## src/rtl/mcc_pkg.sv

```systemverilog
package mcc_pkg;

   localparam int NUM_STATES = 10;
   localparam int ST_W       = $clog2(NUM_STATES);

   typedef logic [ST_W-1:0] mcc_state_t;

   // State numbering is part of the behaviour: neighbours decode it.
   localparam mcc_state_t ST_FETCH  = 4'd0;
   localparam mcc_state_t ST_DECODE = 4'd1;
   localparam mcc_state_t ST_ADDR   = 4'd2;
   localparam mcc_state_t ST_MRD    = 4'd3;
   localparam mcc_state_t ST_LWB    = 4'd4;
   localparam mcc_state_t ST_MWR    = 4'd5;
   localparam mcc_state_t ST_EXEC   = 4'd6;
   localparam mcc_state_t ST_RWB    = 4'd7;
   localparam mcc_state_t ST_BEQ    = 4'd8;
   localparam mcc_state_t ST_JMP    = 4'd9;

   typedef struct packed {
      logic       pc_wr;
      logic       pc_wr_cond;
      logic       mem_addr_sel;
      logic       mem_rd;
      logic       mem_wr;
      logic       instr_ld;
      logic       rf_wr;
      logic       rf_dst_sel;
      logic       rf_data_sel;
      logic       alu_a_sel;
      logic [1:0] alu_b_sel;
      logic [1:0] alu_mode;
      logic [1:0] pc_next_sel;
   } mcc_ctrl_t;

endpackage

```

## src/rtl/mcc_seq.sv

```systemverilog
module mcc_seq
   import mcc_pkg::*;
#(
   parameter int              OP_W         = 6,
   parameter logic [OP_W-1:0] OP_LOAD      = 6'h23,
   parameter logic [OP_W-1:0] OP_STORE     = 6'h2B,
   parameter logic [OP_W-1:0] OP_RTYPE     = 6'h00,
   parameter logic [OP_W-1:0] OP_BRANCH    = 6'h04,
   parameter logic [OP_W-1:0] OP_JUMP      = 6'h02,
   parameter bit              STATE_ONEHOT = 1'b0
) (
   input  logic            clk,
   input  logic            rst_n,
   input  logic [OP_W-1:0] opcode,
   output mcc_state_t      state
);

   mcc_state_t nxt;

   always_comb begin
      nxt = ST_FETCH;
      case (state)
         ST_FETCH:  nxt = ST_DECODE;
         ST_DECODE: begin
            if (opcode == OP_LOAD || opcode == OP_STORE) nxt = ST_ADDR;
            else if (opcode == OP_RTYPE)                 nxt = ST_EXEC;
            else if (opcode == OP_BRANCH)                nxt = ST_BEQ;
            else if (opcode == OP_JUMP)                  nxt = ST_JMP;
            else                                         nxt = ST_FETCH;
         end
         ST_ADDR:   nxt = (opcode == OP_LOAD) ? ST_MRD : ST_MWR;
         ST_MRD:    nxt = ST_LWB;
         ST_EXEC:   nxt = ST_RWB;
         default:   nxt = ST_FETCH;
      endcase
   end

   generate
      if (STATE_ONEHOT) begin : g_onehot
         logic [NUM_STATES-1:0] hot_q;

         always_ff @(posedge clk or negedge rst_n) begin
            if (!rst_n) hot_q <= NUM_STATES'(1);
            else        hot_q <= NUM_STATES'(1) << nxt;
         end

         always_comb begin
            state = '0;
            for (int i = 0; i < NUM_STATES; i++)
               if (hot_q[i]) state = state | ST_W'(i);
         end

         assert_hot_integrity_R10: assert property (@(posedge clk) disable iff (!rst_n)
            $countones(hot_q) == 1);
      end else begin : g_binary
         mcc_state_t st_q;

         always_ff @(posedge clk or negedge rst_n) begin
            if (!rst_n) st_q <= ST_FETCH;
            else        st_q <= nxt;
         end

         assign state = st_q;

         assert_state_range_R10: assert property (@(posedge clk) disable iff (!rst_n)
            int'(st_q) < NUM_STATES);
      end
   endgenerate

   assert_decode_after_fetch_R2: assert property (@(posedge clk) disable iff (!rst_n)
      (state == ST_DECODE) |-> ($past(state) == ST_FETCH));

endmodule

```

## src/rtl/mcc_decode.sv

```systemverilog
module mcc_decode
   import mcc_pkg::*;
(
   input  mcc_state_t state,
   output mcc_ctrl_t  ctrl
);

   always_comb begin
      ctrl = '0;
      case (state)
         ST_FETCH: begin
            ctrl.mem_rd    = 1'b1;
            ctrl.instr_ld  = 1'b1;
            ctrl.pc_wr     = 1'b1;
            ctrl.alu_b_sel = 2'b01;
         end
         ST_DECODE: ctrl.alu_b_sel = 2'b11;
         ST_ADDR: begin
            ctrl.alu_a_sel = 1'b1;
            ctrl.alu_b_sel = 2'b10;
         end
         ST_MRD: begin
            ctrl.mem_rd       = 1'b1;
            ctrl.mem_addr_sel = 1'b1;
         end
         ST_LWB: begin
            ctrl.rf_wr       = 1'b1;
            ctrl.rf_data_sel = 1'b1;
         end
         ST_MWR: begin
            ctrl.mem_wr       = 1'b1;
            ctrl.mem_addr_sel = 1'b1;
         end
         ST_EXEC: begin
            ctrl.alu_a_sel = 1'b1;
            ctrl.alu_mode  = 2'b10;
         end
         ST_RWB: begin
            ctrl.rf_wr      = 1'b1;
            ctrl.rf_dst_sel = 1'b1;
         end
         ST_BEQ: begin
            ctrl.alu_a_sel   = 1'b1;
            ctrl.alu_mode    = 2'b01;
            ctrl.pc_wr_cond  = 1'b1;
            ctrl.pc_next_sel = 2'b01;
         end
         ST_JMP: begin
            ctrl.pc_wr       = 1'b1;
            ctrl.pc_next_sel = 2'b10;
         end
         default: ctrl = '0;
      endcase
   end

endmodule

```

## src/rtl/mcc_ctrl_fsm.sv

```systemverilog
module mcc_ctrl_fsm
   import mcc_pkg::*;
#(
   parameter int              OP_W         = 6,
   parameter logic [OP_W-1:0] OP_LOAD      = 6'h23,
   parameter logic [OP_W-1:0] OP_STORE     = 6'h2B,
   parameter logic [OP_W-1:0] OP_RTYPE     = 6'h00,
   parameter logic [OP_W-1:0] OP_BRANCH    = 6'h04,
   parameter logic [OP_W-1:0] OP_JUMP      = 6'h02,
   parameter bit              STATE_ONEHOT = 1'b0
) (
   input  logic            clk,
   input  logic            rst_n,
   input  logic [OP_W-1:0] opcode,
   output logic            pc_wr,
   output logic            pc_wr_cond,
   output logic            mem_addr_sel,
   output logic            mem_rd,
   output logic            mem_wr,
   output logic            instr_ld,
   output logic            rf_wr,
   output logic            rf_dst_sel,
   output logic            rf_data_sel,
   output logic            alu_a_sel,
   output logic [1:0]      alu_b_sel,
   output logic [1:0]      alu_mode,
   output logic [1:0]      pc_next_sel
);

   localparam int N_OPS = 5;
   localparam logic [N_OPS*OP_W-1:0] OP_SET = {OP_LOAD, OP_STORE, OP_RTYPE, OP_BRANCH, OP_JUMP};

   generate
      if (OP_W < 1) begin : g_bad_width
         $error("mcc_ctrl_fsm: OP_W must be at least 1");
      end
      for (genvar a = 0; a < N_OPS; a++) begin : g_chk_a
         for (genvar b = a + 1; b < N_OPS; b++) begin : g_chk_b
            if (OP_SET[a*OP_W +: OP_W] == OP_SET[b*OP_W +: OP_W]) begin : g_dup
               $error("mcc_ctrl_fsm: opcode parameters must be distinct");
            end
         end
      end
   endgenerate

   mcc_state_t state;
   mcc_ctrl_t  ctrl;

   mcc_seq #(
      .OP_W        (OP_W),
      .OP_LOAD     (OP_LOAD),
      .OP_STORE    (OP_STORE),
      .OP_RTYPE    (OP_RTYPE),
      .OP_BRANCH   (OP_BRANCH),
      .OP_JUMP     (OP_JUMP),
      .STATE_ONEHOT(STATE_ONEHOT)
   ) u_seq (
      .clk   (clk),
      .rst_n (rst_n),
      .opcode(opcode),
      .state (state)
   );

   mcc_decode u_decode (
      .state(state),
      .ctrl (ctrl)
   );

   assign pc_wr        = ctrl.pc_wr;
   assign pc_wr_cond   = ctrl.pc_wr_cond;
   assign mem_addr_sel = ctrl.mem_addr_sel;
   assign mem_rd       = ctrl.mem_rd;
   assign mem_wr       = ctrl.mem_wr;
   assign instr_ld     = ctrl.instr_ld;
   assign rf_wr        = ctrl.rf_wr;
   assign rf_dst_sel   = ctrl.rf_dst_sel;
   assign rf_data_sel  = ctrl.rf_data_sel;
   assign alu_a_sel    = ctrl.alu_a_sel;
   assign alu_b_sel    = ctrl.alu_b_sel;
   assign alu_mode     = ctrl.alu_mode;
   assign pc_next_sel  = ctrl.pc_next_sel;

   logic known_op;
   assign known_op = (opcode == OP_LOAD) || (opcode == OP_STORE) || (opcode == OP_RTYPE) ||
                     (opcode == OP_BRANCH) || (opcode == OP_JUMP);

   assert_fetch_single_R1: assert property (@(posedge clk) disable iff (!rst_n)
      instr_ld |=> !instr_ld);

   assert_lw_wb_returns_R4: assert property (@(posedge clk) disable iff (!rst_n)
      (rf_wr && rf_data_sel) |=> instr_ld);

   assert_store_returns_R5: assert property (@(posedge clk) disable iff (!rst_n)
      mem_wr |=> instr_ld);

   assert_rtype_wb_returns_R6: assert property (@(posedge clk) disable iff (!rst_n)
      (rf_wr && rf_dst_sel) |=> instr_ld);

   assert_branch_returns_R7: assert property (@(posedge clk) disable iff (!rst_n)
      pc_wr_cond |=> instr_ld);

   assert_bad_op_refetch_R9: assert property (@(posedge clk) disable iff (!rst_n)
      (state == ST_DECODE && !known_op) |=> (state == ST_FETCH));

   assert_single_writer_R10: assert property (@(posedge clk) disable iff (!rst_n)
      $onehot0({pc_wr, pc_wr_cond, mem_wr, rf_wr}));

endmodule

```

## config.mk

```make
export PLATFORM = sky130hd
export DESIGN_NAME = mcc_ctrl_fsm
export DESIGN_NICKNAME = d
export VERILOG_FILES = /design/src/rtl/mcc_pkg.sv /design/src/rtl/mcc_seq.sv /design/src/rtl/mcc_decode.sv /design/src/rtl/mcc_ctrl_fsm.sv
export SDC_FILE = /design/constraint.sdc
export NUM_CORES = 1
export LEC_CHECK = 0
export ABC_AREA = 1
export BUFFER_PORTS_ARGS = -buffer_cell sky130_fd_sc_hd__buf_2
export CAP_MARGIN = 40
export CORE_AREA = 2 2 39 41
export DETAILED_ROUTE_END_ITERATION = 10
export DIE_AREA = 0 0 41 43
export PLACE_DENSITY = 0.7
export SYNTH_ARGS = -nofsm -noshare
export SYNTH_HDL_FRONTEND = slang
export SYNTH_HIERARCHICAL = 1
export SYNTH_SLANG_ARGS = --single-unit
```

## constraint.sdc

```tcl
create_clock -name clk -period 1.38 [get_ports clk]
set_clock_uncertainty 0.05 [all_clocks]
set_input_delay 0 -clock clk [delete_from_list [all_inputs] [get_ports clk]]
set_output_delay 0 -clock clk [all_outputs]
set_load 0.02 [all_outputs]
```

==> summary.txt <==
First-pass GRT wire length = 1700 um
Number of fill cells in the layout = 157
I/O pins = 24
Via-to-Cell Ratio = 4.29
CTS buffer count = 3
Final Wtd Congestion = 0.832
# setup viols final = 0
WS Path Type = reg -> out
Area delta synth->final = 31.9%
Final HPWL from detailed placement = 904 um
Setup WS pre-CTS = 0.226 ns
CP Capture Type = output port
Layout cell share with drive strength beyond 1 = 34.2%
Core ar. = 1380 sq um
Clock net sink count = 4
Static Leak = 0.431 nW
Max reg flops = 4
Hold crit path type = in -> reg
Worst-margin pin slew = 0.206 ns
Setup ws final = 0.114 ns
Worst slew margin = 86.3%
Max-cap violations = 0
Number of port buffers = 23
CTS root buf = clkbuf_4
Power Density = 1180 nW/um^2
Layout Nets = 130
Maximum VDD drop = 0.396 mV
DRC = 0
Die X = 41 um
Setup tns final = 0 ns
Cell area after layout = 652 sq um
Total gr overflow = 0
Warnings, synthesis = 6
Syn nets = 103
Antenna cell count = 0
Worst EP arrival = 1.22 ns
GRT Util Overall = 14.2%
Antenna violations before repair = 0
Rows = 14
Top Metal Used = met4
Max Transition Viols Final = 0
Die area = 1760 sq um
ANT nets after route = 0
Run status = completed
Unrepaired setup endpoints after global routing = no
Fmax = 0.790 GHz
Post-synthesis cell type count = 13
Mapped cell area = 494 sq um
Min Clock Period, post-route = 1.27 ns
Setup crit start kind = register
Met2 wire len = 528 um
Syn Inst Count = 95
Crit path max fanout = 5
CTS tree = yes
Tcrit/Tclk final = 91.8%
Iter 0 DRT Violations = 8
CTS clk-pin slew, worst paths = 0.04 ns
Met1 WL = 466 um
Total setup buffers inserted after CTS = 0
Metal3 WL = 56 um
Initial core utilization = 35.7%
Clk buf depth = 2
Placed cell area = 614 sq um
Htree depth = 1
Register area share after synthesis = 20.3%
Total design power = 770 uW
Largest net degree at the start of global routing = 10
Total number of vias = 583
Critical Path RT = 1.33 ns
Synthesis-stage register bit count = 4
Vias in the first global route = 461
Hold Violations, Final = 0
Drt first pass iters = 4
WL/cell = 7.79 um
Avg Cell Area, Syn = 5.20 sq um
Worst-Skew Late Latency = 0.23 ns
Die H = 43 um
Final wirelength = 1060 um
stage by stage:
step	util [%]	instances	hold WS (ns)
after floorplan	-	95	-0.346
after global placement	44.4	132	-0.240
after detailed placement	44.4	132	-0.236
after CTS	46.7	136	0.0129
after global routing	47.1	136	0.0392
final	47.1	136	0.0195
final timing paths:
path,start,slack (ns),endpoint,cells after the start
max,u_seq/state[3],0.11,pc_wr,4
min,opcode[2],0.02,u_seq/state[3],3
max reg2reg,u_seq/state[1],0.25,u_seq/state[3],5
min reg2reg,u_seq/state[3],0.63,u_seq/state[0],3
max in group asynchronous,rst_n,1.10,u_seq/state[0],2
min in group asynchronous,rst_n,0.05,u_seq/state[2],2
power by group:
part           internal [mW]  switching (mW)
Sequential             0.140          0.0421
Clock                 0.0972          0.0469
Combinational          0.152           0.291
per-layer routing:
| metal | vias up | global-route usage (%) |
|---|---|---|
| met5 | - | 0 |
| met4 | 0 | 8.00 |
| met3 | 2 | 3.14 |
| met2 | 16 | 22.5 |
| met1 | 234 | 16.6 |
| li1 | 331 | - |
synthesized netlist by cell type:
| library cell | instances | area, sq um |
|---|---|---|
| nand4_1 | 2 | 12.5 |
| nand2_1 | 32 | 120 |
| a21oi_1 | 3 | 15.0 |
| inv_2 | 3 | 11.3 |
| nor2_4 | 1 | 11.3 |
| buf_4 | 2 | 15.0 |
| nand2_2 | 1 | 6.26 |
| o21ai_0 | 2 | 10.0 |
| nor2_2 | 7 | 43.8 |
| dfrtp_1 | 4 | 100 |
| nand3_1 | 5 | 25.0 |
| inv_1 | 19 | 71.3 |
| nor2_1 | 14 | 52.6 |
placed cells by master (no fill, tap or decap), drive strengths merged:
| cell | count |
|---|---|
| nand3 | 5 |
| o21ai | 2 |
| a21oi | 3 |
| nand2 | 33 |
| buf | 23 |
| dfrtp | 4 |
| nor2 | 22 |
| clkbuf | 3 |
| dlygate4sd3 | 1 |
| inv | 22 |
| nand4 | 2 |
logic make-up (layout without fill, tap and decap cells):
family                 Yosys count  count (layout)  synth area share [%]
AOI/OAI and AO/OA                5               5                  5.06
and+or+nand+nor                 62              62                  54.9
DFF                              4               4                  20.3
buffers and inverters           24              49                  19.7
critical path: stages, from the launching register on:
cell	delay [ns]
dfrtp_1	0.43
nor2_2	0.21
nand2_1	0.11
nand2_1	0.08
buf_2	0.15
cell type report:
cell class                 count  area, sq um  share of cell area (%)
inverter                      22         82.6                    12.7
timing repair buffer          24          125                    19.2
tap                           16         20.0                    3.07
clock buffer                   3         22.5                    3.45
multi-input combinational     67          299                    45.9
sequential                     4          103                    15.7
repair_timing:
action                                  CTS  global route
hold buffers                              1             0
gates resized for setup                   0             3
endpoints found under the hold margin     4             0
endpoints found under the setup margin    0             8
(Power assumes the default switching activity.)
